[src/rtl/twi_pkg.sv]
package twi_pkg;

    localparam int PTR_W = 16;
    localparam logic [6:0] BASE_ADDR = 7'h36;

    typedef enum logic [2:0] {
        PH_IDLE,
        PH_RECV,
        PH_ACK_OUT,
        PH_SEND,
        PH_ACK_IN,
        PH_SKIP
    } phase_e;

    typedef enum logic [1:0] {
        K_ADDR,
        K_PTR_HI,
        K_PTR_LO,
        K_DATA
    } kind_e;

    typedef struct packed {
        logic scl;
        logic sda;
    } lines_t;

    typedef struct packed {
        logic scl_rise;
        logic scl_fall;
        logic start;
        logic stop;
    } bus_evt_t;

    function automatic logic [6:0] pin_addr(input logic sel);
        return BASE_ADDR | {6'd0, sel};
    endfunction

endpackage

[src/rtl/twi_line_filter.sv]
module twi_line_filter #(
    parameter int LINES = 2
) (
    input  logic             clk,
    input  logic             rst,
    input  logic [LINES-1:0] raw,
    output logic [LINES-1:0] filt
);
    for (genvar g = 0; g < LINES; g++) begin : g_line
        logic s1, s2, s3, f;
        always_ff @(posedge clk) begin
            if (rst) begin
                s1 <= 1'b1;
                s2 <= 1'b1;
                s3 <= 1'b1;
                f  <= 1'b1;
            end else begin
                s1 <= raw[g];
                s2 <= s1;
                s3 <= s2;
                if (s2 == s3) f <= s2;
            end
        end
        assign filt[g] = f;
    end
endmodule

[src/rtl/twi_reg_bank.sv]
module twi_reg_bank #(
    parameter int DEPTH   = 16,
    parameter int ALT_IDX = DEPTH - 1,
    localparam int IDX_W  = $clog2(DEPTH)
) (
    input  logic             clk,
    input  logic             rst,
    input  logic             wr_en,
    input  logic [IDX_W-1:0] wr_idx,
    input  logic [7:0]       wr_data,
    input  logic [IDX_W-1:0] rd_idx,
    output logic [7:0]       rd_data,
    output logic [7:0]       alt_reg
);
    logic [7:0] mem [DEPTH];

    always_ff @(posedge clk) begin
        if (rst) begin
            for (int i = 0; i < DEPTH; i++) mem[i] <= 8'h00;
        end else if (wr_en) begin
            mem[wr_idx] <= wr_data;
        end
    end

    assign rd_data = mem[rd_idx];
    assign alt_reg = mem[ALT_IDX];

    // a strobed byte is visible at its index one cycle later
    a_r4_write_lands: assert property (@(posedge clk) disable iff (rst)
        wr_en |=> mem[$past(wr_idx)] == $past(wr_data));
endmodule

[src/rtl/twi_slave_fsm.sv]
module twi_slave_fsm
    import twi_pkg::*;
#(
    parameter int IDX_W = 4
) (
    input  logic             clk,
    input  logic             rst,
    input  bus_evt_t         evt,
    input  logic             sda_f,
    input  logic [6:0]       my_addr,
    input  logic [7:0]       rd_data,
    output logic [IDX_W-1:0] idx,
    output logic             wr_en,
    output logic [IDX_W-1:0] wr_idx,
    output logic [7:0]       wr_data,
    output logic             sda_oe
);
    phase_e             phase;
    kind_e              kind;
    logic [3:0]         cnt;
    logic [7:0]         sh;
    logic [7:0]         tx;
    logic [PTR_W-1:0]   ptr;
    logic               rw;
    logic               ack_ok;

    assign idx = ptr[IDX_W-1:0];

    always_ff @(posedge clk) begin
        if (rst) begin
            phase   <= PH_IDLE;
            kind    <= K_ADDR;
            cnt     <= '0;
            sh      <= '0;
            tx      <= '0;
            ptr     <= '0;
            rw      <= 1'b0;
            ack_ok  <= 1'b0;
            sda_oe  <= 1'b0;
            wr_en   <= 1'b0;
            wr_idx  <= '0;
            wr_data <= '0;
        end else begin
            wr_en <= 1'b0;
            if (evt.start) begin
                phase  <= PH_RECV;
                kind   <= K_ADDR;
                cnt    <= '0;
                sda_oe <= 1'b0;
            end else if (evt.stop) begin
                phase  <= PH_IDLE;
                sda_oe <= 1'b0;
            end else begin
                unique case (phase)
                    PH_RECV: begin
                        if (evt.scl_rise) begin
                            sh  <= {sh[6:0], sda_f};
                            cnt <= cnt + 4'd1;
                        end else if (evt.scl_fall && cnt == 4'd8) begin
                            cnt    <= '0;
                            phase  <= PH_ACK_OUT;
                            sda_oe <= 1'b1;
                            unique case (kind)
                                K_ADDR: begin
                                    if (sh[7:1] == my_addr) begin
                                        rw   <= sh[0];
                                        kind <= K_PTR_HI;
                                    end else begin
                                        phase  <= PH_SKIP;
                                        sda_oe <= 1'b0;
                                    end
                                end
                                K_PTR_HI: begin
                                    ptr[PTR_W-1:8] <= sh;
                                    kind <= K_PTR_LO;
                                end
                                K_PTR_LO: begin
                                    ptr[7:0] <= sh;
                                    kind <= K_DATA;
                                end
                                K_DATA: begin
                                    wr_en   <= 1'b1;
                                    wr_idx  <= ptr[IDX_W-1:0];
                                    wr_data <= sh;
                                    ptr     <= ptr + 1'b1;
                                end
                                default: ;
                            endcase
                        end
                    end
                    PH_ACK_OUT: begin
                        if (evt.scl_fall) begin
                            cnt <= '0;
                            if (rw) begin
                                tx     <= rd_data;
                                ptr    <= ptr + 1'b1;
                                sda_oe <= ~rd_data[7];
                                phase  <= PH_SEND;
                            end else begin
                                sda_oe <= 1'b0;
                                phase  <= PH_RECV;
                            end
                        end
                    end
                    PH_SEND: begin
                        if (evt.scl_fall) begin
                            if (cnt == 4'd7) begin
                                sda_oe <= 1'b0;
                                cnt    <= '0;
                                phase  <= PH_ACK_IN;
                            end else begin
                                tx     <= {tx[6:0], 1'b0};
                                sda_oe <= ~tx[6];
                                cnt    <= cnt + 4'd1;
                            end
                        end
                    end
                    PH_ACK_IN: begin
                        if (evt.scl_rise) begin
                            ack_ok <= ~sda_f;
                        end else if (evt.scl_fall) begin
                            if (ack_ok) begin
                                tx     <= rd_data;
                                ptr    <= ptr + 1'b1;
                                sda_oe <= ~rd_data[7];
                                phase  <= PH_SEND;
                            end else begin
                                phase <= PH_SKIP;
                            end
                        end
                    end
                    default: ;
                endcase
            end
        end
    end

    // no drive while idle or ignoring the bus
    a_r3_released_when_idle: assert property (@(posedge clk) disable iff (rst)
        (phase == PH_IDLE || phase == PH_SKIP) |-> !sda_oe);

    // drive only moves on a clock fall or a start/stop
    a_r11_oe_moves_on_fall: assert property (@(posedge clk) disable iff (rst)
        (!evt.scl_fall && !evt.start && !evt.stop) |=> $stable(sda_oe));

    // every stored byte advances the pointer by one
    a_r5_ptr_steps_on_write: assert property (@(posedge clk) disable iff (rst)
        wr_en |-> ptr == $past(ptr) + 1'b1);

    // bus events are mutually exclusive
    a_r1_events_exclusive: assert property (@(posedge clk) disable iff (rst)
        $onehot0({evt.scl_rise, evt.scl_fall, evt.start, evt.stop}));
endmodule

[src/rtl/twi_reg_slave.sv]
module twi_reg_slave
    import twi_pkg::*;
#(
    parameter int DEPTH   = 16,
    parameter int ALT_IDX = DEPTH - 1
) (
    input  logic clk,
    input  logic rst,
    input  logic scl_i,
    input  logic sda_i,
    input  logic addr_sel,
    output logic sda_oe
);
    localparam int IDX_W = $clog2(DEPTH);

    logic [1:0] filt;
    lines_t     cur, prev;
    bus_evt_t   evt;

    twi_line_filter #(.LINES(2)) u_filt (
        .clk  (clk),
        .rst  (rst),
        .raw  ({scl_i, sda_i}),
        .filt (filt)
    );

    assign cur = lines_t'(filt);

    always_ff @(posedge clk) begin
        if (rst) prev <= '{scl: 1'b1, sda: 1'b1};
        else     prev <= cur;
    end

    always_comb begin
        evt.scl_rise = cur.scl & ~prev.scl;
        evt.scl_fall = ~cur.scl & prev.scl;
        evt.start    = cur.scl & prev.scl & prev.sda & ~cur.sda;
        evt.stop     = cur.scl & prev.scl & ~prev.sda & cur.sda;
    end

    logic [IDX_W-1:0] idx, wr_idx;
    logic             wr_en;
    logic [7:0]       wr_data, rd_data, alt_reg;
    logic [6:0]       my_addr;

    assign my_addr = alt_reg[7] ? alt_reg[6:0] : pin_addr(addr_sel);

    twi_reg_bank #(.DEPTH(DEPTH), .ALT_IDX(ALT_IDX)) u_bank (
        .clk     (clk),
        .rst     (rst),
        .wr_en   (wr_en),
        .wr_idx  (wr_idx),
        .wr_data (wr_data),
        .rd_idx  (idx),
        .rd_data (rd_data),
        .alt_reg (alt_reg)
    );

    twi_slave_fsm #(.IDX_W(IDX_W)) u_fsm (
        .clk     (clk),
        .rst     (rst),
        .evt     (evt),
        .sda_f   (cur.sda),
        .my_addr (my_addr),
        .rd_data (rd_data),
        .idx     (idx),
        .wr_en   (wr_en),
        .wr_idx  (wr_idx),
        .wr_data (wr_data),
        .sda_oe  (sda_oe)
    );
endmodule

[config.mk]
export PLATFORM = sky130hd
export DESIGN_NAME = twi_reg_slave
export DESIGN_NICKNAME = d
export VERILOG_FILES = /design/src/rtl/twi_pkg.sv /design/src/rtl/twi_line_filter.sv /design/src/rtl/twi_reg_bank.sv /design/src/rtl/twi_slave_fsm.sv /design/src/rtl/twi_reg_slave.sv
export SDC_FILE = /design/constraint.sdc
export NUM_CORES = 1
export LEC_CHECK = 0
export ABC_CLOCK_PERIOD_IN_PS = 2100
export BUFFER_PORTS_ARGS = -buffer_cell sky130_fd_sc_hd__buf_2
export CORE_MARGIN = 10
export CORE_UTILIZATION = 55
export CTS_CLUSTER_DIAMETER = 30
export DETAILED_ROUTE_END_ITERATION = 8
export PLACE_DENSITY = 0.8
export RECOVER_POWER = 100
export REMOVE_ABC_BUFFERS = 1
export SYNTH_ARGS = -nofsm -noshare
export SYNTH_HDL_FRONTEND = slang
export SYNTH_HIERARCHICAL = 1
export SYNTH_SLANG_ARGS = --single-unit
[constraint.sdc]
create_clock -name clk -period 2.1 [get_ports clk]
set_input_delay 0.105 -clock clk [delete_from_list [all_inputs] [get_ports clk]]
set_output_delay 0.105 -clock clk [all_outputs]
set_load 0.01 [all_outputs]
# [Word level (Yosys, flattened, before mapping)]
# Memory sizes are Yosys's and may differ from the RTL's. A register that Yosys moved wholly into a read port is not among the register bits.
# Cells that the tools add are included.
[word_totals] reg_bits=66 ram_bits=128 input_bits=5 output_inout_bits=1 word_cells=166 mem_count=1
[classes] add_sub_neg=2 eq_ne=33 muxes=64 bitwise_logic=18 n_reduce_logical=24
[memory_table] memory="u_bank.mem" depth=16 width=8 rd=2 rd_ports_with_merged_regs=1 write_ports=16 line="twi_reg_bank.sv:15" rtl="logic [7:0] mem [DEPTH];"
[op_table] cell="16-bit two-way mux" n=7
[op_table] cell="7-bit two-way mux" n=8
[op_table] cell="16-bit case mux with 3 select lines" n=1
[op_table] cell="4-bit two-way mux" n=8
[op_table] cell="8-bit case mux with 2 select lines" n=2
[op_table] cell="3-bit two-way mux" n=10
[op_table] cell="8-bit AND reduction" n=3
[op_table] cell="11-bit AND reduction" n=2
[op_table] cell="7-bit case mux with 3 select lines" n=1
[op_table] cell="1-bit two-way mux" n=20
[op_table] cell="4-bit by 3-bit inequality test with 1-bit output (second input constant)" n=5
[op_table] cell="16-bit by 1-bit adder with 16-bit output (second input constant)" n=1
[op_table] cell="2-bit by 1-bit inequality test with 1-bit output (second input constant)" n=8
[op_table] cell="3-bit case mux with 4 select lines" n=1
[op_table] cell="4-bit case mux with 3 select lines" n=1
[op_table] cell="6-bit AND reduction" n=2
[op_table] cell="3-bit nonzero test" n=4
[op_table] cell="1-bit inverter" n=11
[op_table] cell="10-bit AND reduction" n=1
[op_table] cell="8-bit two-way mux" n=1
[op_table] cell="4-bit inequality test (second input constant)" n=2
[op_table] cell="4-bit AND reduction" n=2
[op_table] cell="8-bit OR reduction" n=1
[op_table] cell="1-bit AND" n=7
[op_table] cell="other kinds (25)" n=32

# [Logic depth before layout (Yosys ltp)]
# Gate-level depths: netlist (run 1).
# An unclocked memory read counts as a cell.
[logic_depth] word_depth=10 mapped_depth=9 mapped_depth_nobuf=7

# [Cells and area by module]
# Netlist (run 1), hierarchy kept.
[modules_own_cells] mod="twi_reg_bank" n_inst=1 cells_per_inst=375 area_per_inst_um2=5861.9 seq_area_each_um2=3843.7
[modules_own_cells] mod="twi_slave_fsm" n_inst=1 cells_per_inst=282 area_per_inst_um2=2431.1 seq_area_each_um2=880.8
[modules_own_cells] mod="twi_line_filter" n_inst=1 cells_per_inst=23 area_per_inst_um2=266.5 seq_area_each_um2=160.2
[modules_own_cells] mod="twi_reg_slave" n_inst=1 cells_per_inst=15 area_per_inst_um2=140.1 seq_area_each_um2=40.0

# [Worst setup path before layout (run 1)]
# OpenSTA, ideal clock, no wires.
[synth_path] path_type="register to register" from="reg, netlist name u_fsm/ptr[0]" to="reg u_fsm.sda_oe" arrival_time_ns=2.034 required_time_ns=2.022 slack_ns=-0.012 path_stages_with_launch=9 path_buffers=2 synth_period_minus_slack_ns=2.112 path_cell_list="dfxtp_1 buf_2 buf_2 mux4_2 a22oi_1 nand2_1 o32ai_1 a311oi_1 nor3_1"
[synth_lines] element="end signal, assigned" line="twi_slave_fsm.sv:97" rtl="sda_oe <= ~rd_data[7];"
[synth_lines] element="end signal, assigned" line="twi_slave_fsm.sv:113" rtl="sda_oe <= ~tx[6];"
[synth_lines] element="end signal, assigned" line="twi_slave_fsm.sv:125" rtl="sda_oe <= ~rd_data[7];"
[synth_lines] element="end, declared" line="twi_slave_fsm.sv:16" rtl="output logic sda_oe"

==> results of run 1 <==
[path summary, 6_finish.rpt]
check	from	end	cells past startpoint
worst min-delay path	addr_sel	u_fsm/rw	7
worst min register to register	u_filt/g_line[1].s1	u_filt/g_line[1].s2	1
worst max register to register	u_bank/mem[15][7]	u_fsm/phase[0]	6
worst max-delay path	u_bank/mem[15][7]	u_fsm/phase[0]	6
[report_power, final]
| group | internal [mW] | switching [mW] | leakage (nW) |
|---|---|---|---|
| logic | 0.0685 | 0.111 | 1.34 |
| clock network | 1.66 | 1.50 | 0.294 |
| registers | 3.92 | 0.0395 | 1.73 |
[final cells by class]
class                      count  share of cell area, %
multi-input combinational    468                   36.7
clock buffer                  18                   4.63
inverter                       8                  0.309
sequential                   182                   50.7
tap                          211                   2.72
timing repair buffer          52                   3.51
clock inverter                14                   1.47
[state kept, by name (all words and copies together), names as in the netlist, 2 cells and up]
register and flops:
u_fsm/tx 7, u_fsm/wr_data 8, u_filt/g_line.s1 2, u_fsm/sh 8, u_fsm/cnt 4, u_filt/g_line.f 2, u_fsm/phase 3, u_fsm/ptr 4
u_filt/g_line.s2 2, u_filt/g_line.s3 2, u_bank/mem 128, u_fsm/kind 2, prev 2, u_fsm/wr_idx 4
[kinds of logic (layout without fill, tap and decap cells)]
group | Yosys count | in the layout | share of synthesized area [%]
adder cells (fa/ha/maj) | 7 | 7 | 1.01
flip-flops | 182 | 182 | 56.6
buffers and inverters | 45 | 92 | 2.52
AO/OA/AOI/OAI | 80 | 80 | 7.64
XOR/XNOR | 8 | 8 | 0.805
multiplexers | 45 | 45 | 9.88
AND/OR/NAND/NOR | 328 | 328 | 21.5
[metal layers]
layer | vias up | global-route usage (%) | share of wire, %
met5 | - | 0 | 0
met4 | 0 | 5.06 | 1.7
met3 | 28 | 3.97 | 6.7
met2 | 216 | 29.1 | 48
met1 | 2852 | 24.3 | 43
li1 | 2597 | - | -
[repair_timing]
action,4_1_cts,5_1_grt
buffers inserted,0,5
gates resized for setup,0,6
hold endpoints to repair,4,0
setup endpoints to repair,0,19
hold buffers,3,0
[through the flow]
step	power (mW)	utilization, %
3_3_place_gp	4.20	59.2
5_1_grt	7.52	63.2
2_1_floorplan	4.13	-
4_1_cts	7.34	63.3
3_5_place_dp	4.22	59.2
6_report	7.30	63.2
[synthesized netlist by cell type, types with 3 or more instances]
cell type and instances:
nand3b_1 3, nand3_1 17, ha_1 7, and3_1 4
nor2_2 6, or2_1 7, a311oi_2 3, mux2i_1 9
nor3_1 10, mux4_2 32, inv_1 8, a311oi_1 8
a21oi_1 24, nand2b_1 11, and2_1 129, a22oi_1 17
clkbuf_1 18, nor2b_1 8, buf_1 4, buf_2 7
or2_2 19, dfxtp_1 54, edfxtp_1 128, nor2_1 40
buf_4 6, nand2_1 51, xnor2_1 8
[worst min-delay path: stages]
cell and delay, ns:
buf_2 0.08, mux2_4 0.13, xnor2_1 0.06, nand4_1 0.14, nor4_1 0.08, mux2i_1 0.11
nor2_1 0.07
==> impl_summary.txt, run 1 <==
----------------------------------------------------
[Power and ir drop]
  Leakage power total ... 3.36 nW
  Pwr Density ... 751 nW/um2
  Maximum vdd ir drop ... 0.000575 V

[Logic synthesis]
  Cell Area, Synth ... 8700 um2
  Count of warnings emitted by yosys ... 6
  Number of synthesized register bits ... 182
  Share of the yosys chip area belonging to registers ... 56.6%
  Synth top area cells ... edfxtp_1 44%, dfxtp_1 12%, and2_1 9.3%, mux4_2 8.3%, nand2_1 2.2%
  Library cell with the largest summed area after synthesis ... edfxtp_1
  Count of flip-flops with a built-in enable after synthesis ... 128
  Count of unique library cells instantiated by Yosys ... 70
  Average cell area after synthesis ... 12.5 um2
  Synthesized instance count ... 695
  Async S/R FF share, synth ... 0%
  Area share of the leading cell type in the synthesized netlist ... 44.2%
  Most used DFF post-synth ... edfxtp_1

[Global routing]
  Largest net degree at the start of global routing ... 64
  Grt total ovfl ... 0
  Antenna violations before repair ... 0
  Vias in the first global route ... 5630
  Wire length of the first global-routing pass ... 30700 um
  GRT Overall Usage ... 18.2%

[Placement]
  Setup slack after placement ... -0.0155 ns
  Gpl congestion ... 0.909
  Area after DPL ... 9110 um2
  Sum of net half-perimeters after detailed placement ... 13300 um
  Count of placed standard cells including taps ... 913
  IO buf count ... 5

[Clocking]
  TritonCTS Sinks ... 182
  CTS root buf ... clkbuf_16
  CTS Buffer Depth ... 2
  Number of buffers added by the clock tree synthesis step ... 17
  CTS tree ... done
  Clock slew seen by the registers of the worst setup and hold paths ... 0.07 ns
  Clk Latency, worst-skew pair ... 0.45 ns
  H-tree levels ... 4

[Layout]
  Area overhead of the layout relative to synthesis ... 11.7%
  Fin nets ... 741
  Layout fillers ... 1138
  Non-filler instance count after layout ... 953
  Multi-input gate area in the final layout ... 3560 um2
  Most common cell after layout, fill and taps aside ... edfxtp_1
  Post-route cell area ... 9720 um2
  Number of inserted diodes ... 0
  Fraction of final layout cells sized beyond drive strength 1 ... 19.0%
  Footprint of the flip-flops and latches ... 4930 um2
  Leading cell types in the layout, fill and taps excluded ... 128 x edfxtp_1, 81 x and2_0, 53 x dfxtp_1, 51 x nand2_1, 48 x and2_1

[Floorplan]
  Number of cell rows ... 45
  Core Footprint ... 15400 um2
  I/O pin count ... 6
  Effective utilization at floorplan ... 56.6%
  Y dimension of the die ... 146 um
  Die Wd ... 146 um
  Die area ... 21200 um2

[Flow run]
  Max-cap viol count ... 0

[Detailed routing]
  Via-per-instance ratio ... 5.97
  Final Routed Wirelength ... 19400 um
  DRC violation total after the first TritonRoute iteration ... 618
  Via count ... 5693
  Number of optimization iterations in the first detailed-route pass ... 5
  Post-detailed-route count of antenna-violating nets ... 0
  Final routed wire length divided by cell count ... 20.4 um
  Number of remaining DRC errors ... 0

[STA]
  Finish-stage setup viols ... 0
  Hold violation count in the final report ... 0
  Clock period minus worst slack ... 2.03 ns
  Tightest Pin Transition ... 0.773 ns
  Worst Clk Skew ... 0.0111 ns
  Setup TNS Final ... 0 ns
  Least setup slack across all paths after layout ... 0.0710 ns
  Worst-case hold slack ... 0.374 ns
  Post-route clock period utilization ... 96.6%
  Slew HR ... 48.4%
  Fin. max-slew vios ... 0
  Top achievable clock speed ... 493 MHz

[Critical path]
  Req. time, crit path ... 2.42 ns
  Worst setup path class ... flop to flop
  Internal reg-to-reg setup slack ... 0.07 ns
  Critical path's slowest cell ... edfxtp_1
  Nature of the critical path startpoint ... flop
  Buffering stage count on the worst path with inverters included ... 0
  CP cell instances ... mux2_4 -> xnor2_1 -> nand4_1 -> o21a_1 -> a2111oi_2 -> a2111oi_0
  Crit-path max cell delay ... 0.50 ns
  Kind of cell with the highest combined delay on the critical path ... compound AO/OA/AOI/OAI gates
  Maximum fanout count along the critical path ... 7
  Endpoint type of the worst setup path ... flop
  Worst path arrival time ... 2.35 ns

[Worst hold path]
  Type of the tightest min-delay check ... input pin to flop

[Run status]
  Status ... completed

----------------------------------------------------
Note: power is estimated with default switching activity, not from simulation.
==> inputs of run 2 (changes only) <==
--- a/config.mk
+++ b/config.mk
@@ -8,4 +8,6 @@
 export ABC_CLOCK_PERIOD_IN_PS = 2100
 export BUFFER_PORTS_ARGS = -buffer_cell sky130_fd_sc_hd__buf_2
+export CAP_MARGIN = 20
+export CORE_ASPECT_RATIO = 0.75
 export CORE_MARGIN = 10
 export CORE_UTILIZATION = 55
==> constraint.sdc (replaced) <==
create_clock -name clk -period 2.1 [get_ports clk]
set_input_delay 0.315 -clock clk [delete_from_list [all_inputs] [get_ports clk]]
set_output_delay 0.315 -clock clk [all_outputs]
set_load 0.01 [all_outputs]
==> run 2 against run 1 <==
Compared with the run above:
- die area grew 0.25%
- register-to-register slack worse by 0.04 ns
- critical path type unchanged
- clock power about the same
==> impl_summary.txt, run 2 (synthesis results as in run 1) <==
----------------------------------------------------
[Global routing]
  Grt total ovfl ... 0 (unchanged)
  GRT Overall Usage ... 19.7% (was 18.2%)
  Antenna violations before repair ... 0 (unchanged)
  Wire length of the first global-routing pass ... 31700 um (was 30700 um)
  Vias in the first global route ... 5663 (was 5630)
  Largest net degree at the start of global routing ... 33 (was 64)

[Detailed routing]
  Number of remaining DRC errors ... 0 (unchanged)
  Final routed wire length divided by cell count ... 21.8 um (was 20.4 um)
  Number of optimization iterations in the first detailed-route pass ... 8 (was 5)
  Final Routed Wirelength ... 20600 um (was 19400 um)
  Post-detailed-route count of antenna-violating nets ... 0 (unchanged)
  Via count ... 5759 (was 5693)
  Via-per-instance ratio ... 6.09 (was 5.97)
  DRC violation total after the first TritonRoute iteration ... 766 (was 618)

[Clocking]
  CTS root buf ... clkbuf_16 (unchanged)
  TritonCTS Sinks ... 182 (unchanged)
  Number of buffers added by the clock tree synthesis step ... 17 (unchanged)
  Clock slew seen by the registers of the worst setup and hold paths ... 0.07 ns (about the same)
  CTS Buffer Depth ... 2 (unchanged)
  H-tree levels ... 4 (unchanged)
  Clk Latency, worst-skew pair ... 0.43 ns (was 0.45 ns)
  CTS tree ... done (unchanged)

[Placement]
  IO buf count ... 5 (unchanged)
  Count of placed standard cells including taps ... 912 (was 913)
  Area after DPL ... 9150 um2 (was 9110 um2)
  Gpl congestion ... 0.887 (was 0.909)
  Sum of net half-perimeters after detailed placement ... 14100 um (was 13300 um)
  Setup slack after placement ... 0.00170 ns (was -0.0155 ns)

[Layout]
  Post-Route Utilization ... 63.2% (about the same)
  Number of flip-flops under the largest register name ... 128 (unchanged)
  Non-filler instance count after layout ... 946 (was 953)
  Post-route cell area ... 9720 um2 (about the same)
  Layout fillers ... 1145 (was 1138)
  Largest registers ranked by flip-flop count ... u_bank/mem x128, u_fsm/sh x8, u_fsm/wr_data x8 (unchanged)
  Top reg by flops ... u_bank/mem (unchanged)
  Number of inserted diodes ... 0 (unchanged)
  Footprint of the flip-flops and latches ... 4930 um2 (about the same)
  Area overhead of the layout relative to synthesis ... 11.7% (about the same)
  Most common cell after layout, fill and taps aside ... edfxtp_1 (unchanged)
  Leading cell types in the layout, fill and taps excluded ... 128 x edfxtp_1, 76 x and2_0, 53 x and2_1, 51 x nand2_1, 50 x dfxtp_1 (was 128 x edfxtp_1, 81 x and2_0, 53 x dfxtp_1, 51 x nand2_1, 48 x and2_1)
  Fraction of final layout cells sized beyond drive strength 1 ... 18.6% (was 19.0%)
  Multi-input gate area in the final layout ... 3580 um2 (was 3560 um2)
  Fin nets ... 740 (was 741)

[Critical path]
  Internal reg-to-reg setup slack ... 0.03 ns (was 0.07 ns)
  Worst Setup EP ... u_fsm/wr_idx[3] (was u_fsm/phase[0])
  Nature of the critical path startpoint ... flop (unchanged)
  End of the worst register-to-register path ... u_fsm/wr_idx[3] (was u_fsm/phase[0])
  Length in cells of the worst reg-to-reg path ... 7 (was 6)
  Req. time, crit path ... 2.41 ns (was 2.42 ns)
  Worst path arrival time ... 2.37 ns (was 2.35 ns)
  R2R Path Start ... prev[1] (was u_bank/mem[15][7])
  Maximum fanout count along the critical path ... 12 (was 7)
  Endpoint type of the worst setup path ... flop (unchanged)
  Worst setup path class ... flop to flop (unchanged)
  Crit path from ... prev[1] (was u_bank/mem[15][7])

[STA]
  Setup TNS Final ... 0 ns (unchanged)
  Top achievable clock speed ... 484 MHz (was 493 MHz)
  Finish-stage setup viols ... 0 (unchanged)
  Worst-case hold slack ... 0.0583 ns (was 0.374 ns)
  Least setup slack across all paths after layout ... 0.0325 ns (was 0.0710 ns)
  Slew HR ... 47.4% (was 48.4%)
  Clock period minus worst slack ... 2.07 ns (was 2.03 ns)
  Hold violation count in the final report ... 0 (unchanged)
  Tightest Pin Transition ... 0.788 ns (was 0.773 ns)
  Worst Clk Skew ... 0.0103 ns (was 0.0111 ns)
  Post-route clock period utilization ... 98.5% (was 96.6%)
  Fin. max-slew vios ... 0 (unchanged)

[Worst hold path]
  Hold Path Origin ... scl_i (was addr_sel)
  Type of the tightest min-delay check ... input pin to flop (unchanged)

[Power and ir drop]
  Pwr Density ... 749 nW/um2 (was 751 nW/um2)
  Leakage power total ... 3.34 nW (was 3.36 nW)
  PnR Total Power ... 7.28 mW (was 7.30 mW)
  Maximum vdd ir drop ... 0.000544 V (was 0.000575 V)

[Floorplan]
  Die Wd ... 165 um (was 146 um)
  Number of cell rows ... 39 (was 45)
  Effective utilization at floorplan ... 56.6% (unchanged)
  Die area ... 21300 um2 (was 21200 um2)
  Core Footprint ... 15400 um2 (unchanged)
  I/O pin count ... 6 (unchanged)
  Y dimension of the die ... 129 um (was 146 um)

[Run status]
  Status ... completed (unchanged)

[Flow run]
  Max-cap viol count ... 0 (unchanged)

----------------------------------------------------
## run 2: cell types whose count changed in the layout (fill, tap and decap cells not counted), moves of 2 or more
cell and delta:
and2_0 -5, and2_1 +5, or2_0 +5, or2_2 -5, dfxtp_1 -3, dfxtp_2 +3, dlygate4sd3_1 -3, inv_8 -3
clkbuf_1 +2, inv_4 +2, nor2b_1 +2
## run 2: final cells by class
class / instances / area share (%)
sequential: 182 / 50.7
multi-input combinational: 468 / 36.8
clock buffer: 20 / 5.03
timing repair buffer: 51 / 3.41
tap: 205 / 2.64
clock inverter: 12 / 1.04
inverter: 8 / 0.309
## run 2: how the worst min path moves through the flow
stage,to,depth (start not counted)
2_1_floorplan,u_fsm/tx[4],1
3_3_place_gp,u_filt/g_line[0].s2,1
3_5_place_dp,u_filt/g_line[1].s2,1
4_1_cts,u_filt/g_line[1].s1,2
5_1_grt,u_filt/g_line[1].s1,2
6_report,u_filt/g_line[1].s1,2
## run 2: critical path, stage by stage (launching register included)
cell	delay, ns
dfxtp_1	0.35
nor2b_1	0.19
buf_4	0.17
nor2b_1	0.25
and3_1	0.27
nand3_1	0.40
nand2_1	0.22
a21oi_1	0.08
## run 2: routing by layer
layer  wire (um)  GRT usage (%)  share of wire (%)  vias up
met5           0              0                  0        -
met4         330           6.03                1.6        0
met3        2020           4.62                9.8       31
met2        9170           29.0                 45      275
met1        9070           28.4                 44     2858
li1            -              -                  -     2595
## run 2: what timing repair did
action / CTS / global route
hold endpoints to repair: 0 / 0
gates resized for setup: 2 / 9
gates cloned: 0 / 0
hold buffers: 0 / 0
pin swaps: 0 / 4
buffers inserted: 0 / 2
endpoints found under the setup margin: 2 / 25
## run 2: power by group
part	total (mW)	internal (mW)	switching [mW]	leakage [nW]
combinational	0.178	0.0639	0.114	1.31
sequential	3.96	3.92	0.0360	1.73
clock	3.15	1.72	1.42	0.297
total	7.28	5.71	1.57	3.34
==> inputs of run 3 (changes only) <==
MAX_ROUTING_LAYER = met4   (was default)
SLEW_MARGIN = 20   (was default)
==> run 3 against run 2 <==
Compared with the run above:
- clock skew is 0.00089 ns higher
- register-to-register slack hardly changed
- sequential share of layout area unchanged
- combinational power hardly changed
- final cell count did not move
- critical path depth stayed put
- core utilization is the same
- final area unchanged
==> impl_summary.txt, run 3 (synthesis results as in run 1) <==
----------------------------------------------------
[STA]
  Clock period minus worst slack ... 2.07 ns (about the same)
  Tightest Pin Transition ... 0.816 ns (was 0.788 ns)
  Setup TNS Final ... 0 ns (unchanged)
  Fin. max-slew vios ... 0 (unchanged)
  Slew HR ... 45.5% (was 47.4%)
  Top achievable clock speed ... 483 MHz (was 484 MHz)
  Finish-stage setup viols ... 0 (unchanged)
  Worst Clk Skew ... 0.0112 ns (was 0.0103 ns)
  Hold violation count in the final report ... 0 (unchanged)
  Post-route clock period utilization ... 98.6% (was 98.5%)

[Layout]
  Fraction of final layout cells sized beyond drive strength 1 ... 18.6% (unchanged)
  Post-route cell area ... 9720 um2 (unchanged)
  Area overhead of the layout relative to synthesis ... 11.7% (unchanged)
  Leading cell types in the layout, fill and taps excluded ... 128 x edfxtp_1, 76 x and2_0, 53 x and2_1, 51 x nand2_1, 50 x dfxtp_1 (unchanged)
  Fin nets ... 740 (unchanged)
  Post-Route Utilization ... 63.2% (unchanged)
  Number of flip-flops under the largest register name ... 128 (unchanged)
  Non-filler instance count after layout ... 946 (unchanged)
  Most common cell after layout, fill and taps aside ... edfxtp_1 (unchanged)
  Layout fillers ... 1145 (unchanged)
  Top reg by flops ... u_bank/mem (unchanged)
  Number of inserted diodes ... 0 (unchanged)
  Largest registers ranked by flip-flop count ... u_bank/mem x128, u_fsm/sh x8, u_fsm/wr_data x8 (unchanged)

[Global routing]
  GR Layer Usage met1 ... 28.4% (unchanged)
  Grt peak-use layer ... met2 (unchanged)
  Grt total ovfl ... 0 (unchanged)
  Antenna violations before repair ... 0 (unchanged)
  GRT met3 Usage ... 4.30% (was 4.62%)
  Largest net degree at the start of global routing ... 33 (unchanged)
  Fraction of met2 tracks used by global routing ... 29.1% (was 29.0%)
  Vias in the first global route ... 5659 (was 5663)
  Wire length of the first global-routing pass ... 31700 um (about the same)
  GRT Overall Usage ... 20.3% (was 19.7%)

[Power and ir drop]
  Net Sw Power ... 1.57 mW (about the same)
  Pwr Density ... 750 nW/um2 (was 749 nW/um2)
  Switching part of the total power ... 21.6% (about the same)
  Clk network pwr share ... 43.2% (about the same)
  Sequential Power Share ... 54.4% (about the same)
  Maximum vdd ir drop ... 0.000540 V (was 0.000544 V)
  PnR Total Power ... 7.29 mW (was 7.28 mW)
  Internal cell power ... 5.71 mW (about the same)
  Leakage power total ... 3.34 nW (unchanged)
  Fraction of power consumed by combinational cells ... 2.5% (was 2.4%)

[Worst hold path]
  Hold Path Origin ... scl_i (unchanged)
  Type of the tightest min-delay check ... input pin to flop (unchanged)

[Critical path]
  Endpoint type of the worst setup path ... flop (unchanged)
  Worst path arrival time ... 2.38 ns (was 2.37 ns)
  CP cell instances ... nor2b_1 -> buf_4 -> nor2b_1 -> and3_1 -> nand3_1 -> nand2_1 -> a21oi_1 (unchanged)
  Worst Setup EP ... u_fsm/wr_idx[3] (unchanged)
  Req. time, crit path ... 2.41 ns (about the same)
  Crit-path max cell delay ... 0.41 ns (was 0.40 ns)
  Maximum fanout count along the critical path ... 12 (unchanged)
  Critical path's slowest cell ... nand3_1 (unchanged)
  Buffering stage count on the worst path with inverters included ... 1 (unchanged)
  Internal reg-to-reg setup slack ... 0.03 ns (about the same)
  Kind of cell with the highest combined delay on the critical path ... simple AND/OR/NAND/NOR gates (unchanged)
  Cell with the most instances on the worst path ... nor2b_1 (unchanged)
  Nature of the critical path startpoint ... flop (unchanged)
  Depth of the critical timing path with buffers and inverters included ... 7 (unchanged)
  Worst setup path class ... flop to flop (unchanged)
  Length in cells of the worst reg-to-reg path ... 7 (unchanged)
  R2R Path Start ... prev[1] (unchanged)
  End of the worst register-to-register path ... u_fsm/wr_idx[3] (unchanged)
  Crit path from ... prev[1] (unchanged)

[Detailed routing]
  Number of optimization iterations in the first detailed-route pass ... 7 (was 8)
  Via-per-instance ratio ... 6.07 (was 6.09)
  Post-detailed-route count of antenna-violating nets ... 0 (unchanged)
  Final routed wire length divided by cell count ... 21.9 um (was 21.8 um)
  DRC violation total after the first TritonRoute iteration ... 710 (was 766)
  Number of remaining DRC errors ... 0 (unchanged)
  Final Routed Wirelength ... 20700 um (was 20600 um)
  Via count ... 5741 (was 5759)

[Clocking]
  Number of buffers added by the clock tree synthesis step ... 17 (unchanged)
  CTS Buffer Depth ... 2 (unchanged)
  TritonCTS Sinks ... 182 (unchanged)
  Clock slew seen by the registers of the worst setup and hold paths ... 0.07 ns (about the same)
  CTS root buf ... clkbuf_16 (unchanged)
  H-tree levels ... 4 (unchanged)
  Clk Latency, worst-skew pair ... 0.43 ns (about the same)
  CTS tree ... done (unchanged)

[Placement]
  Sum of net half-perimeters after detailed placement ... 14100 um (unchanged)
  IO buf count ... 5 (unchanged)
  Gpl congestion ... 0.901 (was 0.887)
  Count of placed standard cells including taps ... 912 (unchanged)
  Area after DPL ... 9150 um2 (unchanged)

[Flow run]
  Max-cap viol count ... 0 (unchanged)

[Floorplan]
  Die Wd ... 165 um (unchanged)
  Y dimension of the die ... 129 um (unchanged)
  Die area ... 21300 um2 (unchanged)
  Number of cell rows ... 39 (unchanged)
  Core Footprint ... 15400 um2 (unchanged)
  Effective utilization at floorplan ... 56.6% (unchanged)
  I/O pin count ... 6 (unchanged)

[Run status]
  Status ... completed (unchanged)

----------------------------------------------------
run 3: repair_timing:
action                                  in CTS  in global routing
cloned                                       0                  0
buffers inserted                             0                  2
hold buffers                                 0                  0
gates resized for setup                      2                  9
hold endpoints to repair                     0                  0
pin swaps                                    0                  4
endpoints found under the setup margin       2                 26
run 3: through the flow:
step / setup slack, ns / hold slack, ns
after global placement: 0.0561 / 0.393
after CTS: 0.0126 / 0.0492
after floorplan: -0.866 / 0.383
after detailed placement: 0.00170 / 0.392
final: 0.0292 / 0.0565
after global routing: -0.0283 / 0.0514
run 3: worst register-to-register path, cell delays in order (launching register included):
cell and delay, ns:
dfxtp_1 0.35, nor2b_1 0.20, buf_4 0.17, nor2b_1 0.24, and3_1 0.27, nand3_1 0.41
nand2_1 0.23, a21oi_1 0.08
run 3: final cells by class:
cell class	instances	area (um2)	share of cell area, %
Clock buffer	20	489	5.03
Clock inverter	12	101	1.04
Inverter	8	30.0	0.309
Multi-Input combinational cell	468	3580	36.8
Sequential cell	182	4930	50.7
Tap cell	205	256	2.64
Timing Repair Buffer	51	332	3.41
run 3: power groups by stage:
stage | clock [mW] | sequential [mW] | combinational (mW)
3_3_place_gp | 0 | 4.03 | 0.170
5_1_grt | 3.34 | 3.97 | 0.191
2_1_floorplan | 0 | 4.02 | 0.110
4_1_cts | 3.19 | 3.96 | 0.179
6_report | 3.15 | 3.96 | 0.179
3_5_place_dp | 0 | 4.04 | 0.178
run 3: worst min-delay path by stage:
stage / end / slack (ns) / cells past startpoint
CTS: u_filt/g_line[1].s1 / 0.05 / 2
detailed placement: u_filt/g_line[1].s2 / 0.39 / 1
global placement: u_filt/g_line[0].s2 / 0.39 / 1
floorplan: u_fsm/tx[4] / 0.38 / 1
finish: u_filt/g_line[1].s1 / 0.06 / 2
global route: u_filt/g_line[1].s1 / 0.05 / 2
run 3: metal layers:
| layer | vias to the layer above | share of wire, % |
|---|---|---|
| li1 | 2595 | - |
| met1 | 2848 | 45 |
| met2 | 267 | 45 |
| met3 | 31 | 8.5 |
| met4 | 0 | 1.4 |
| met5 | - | 0 |
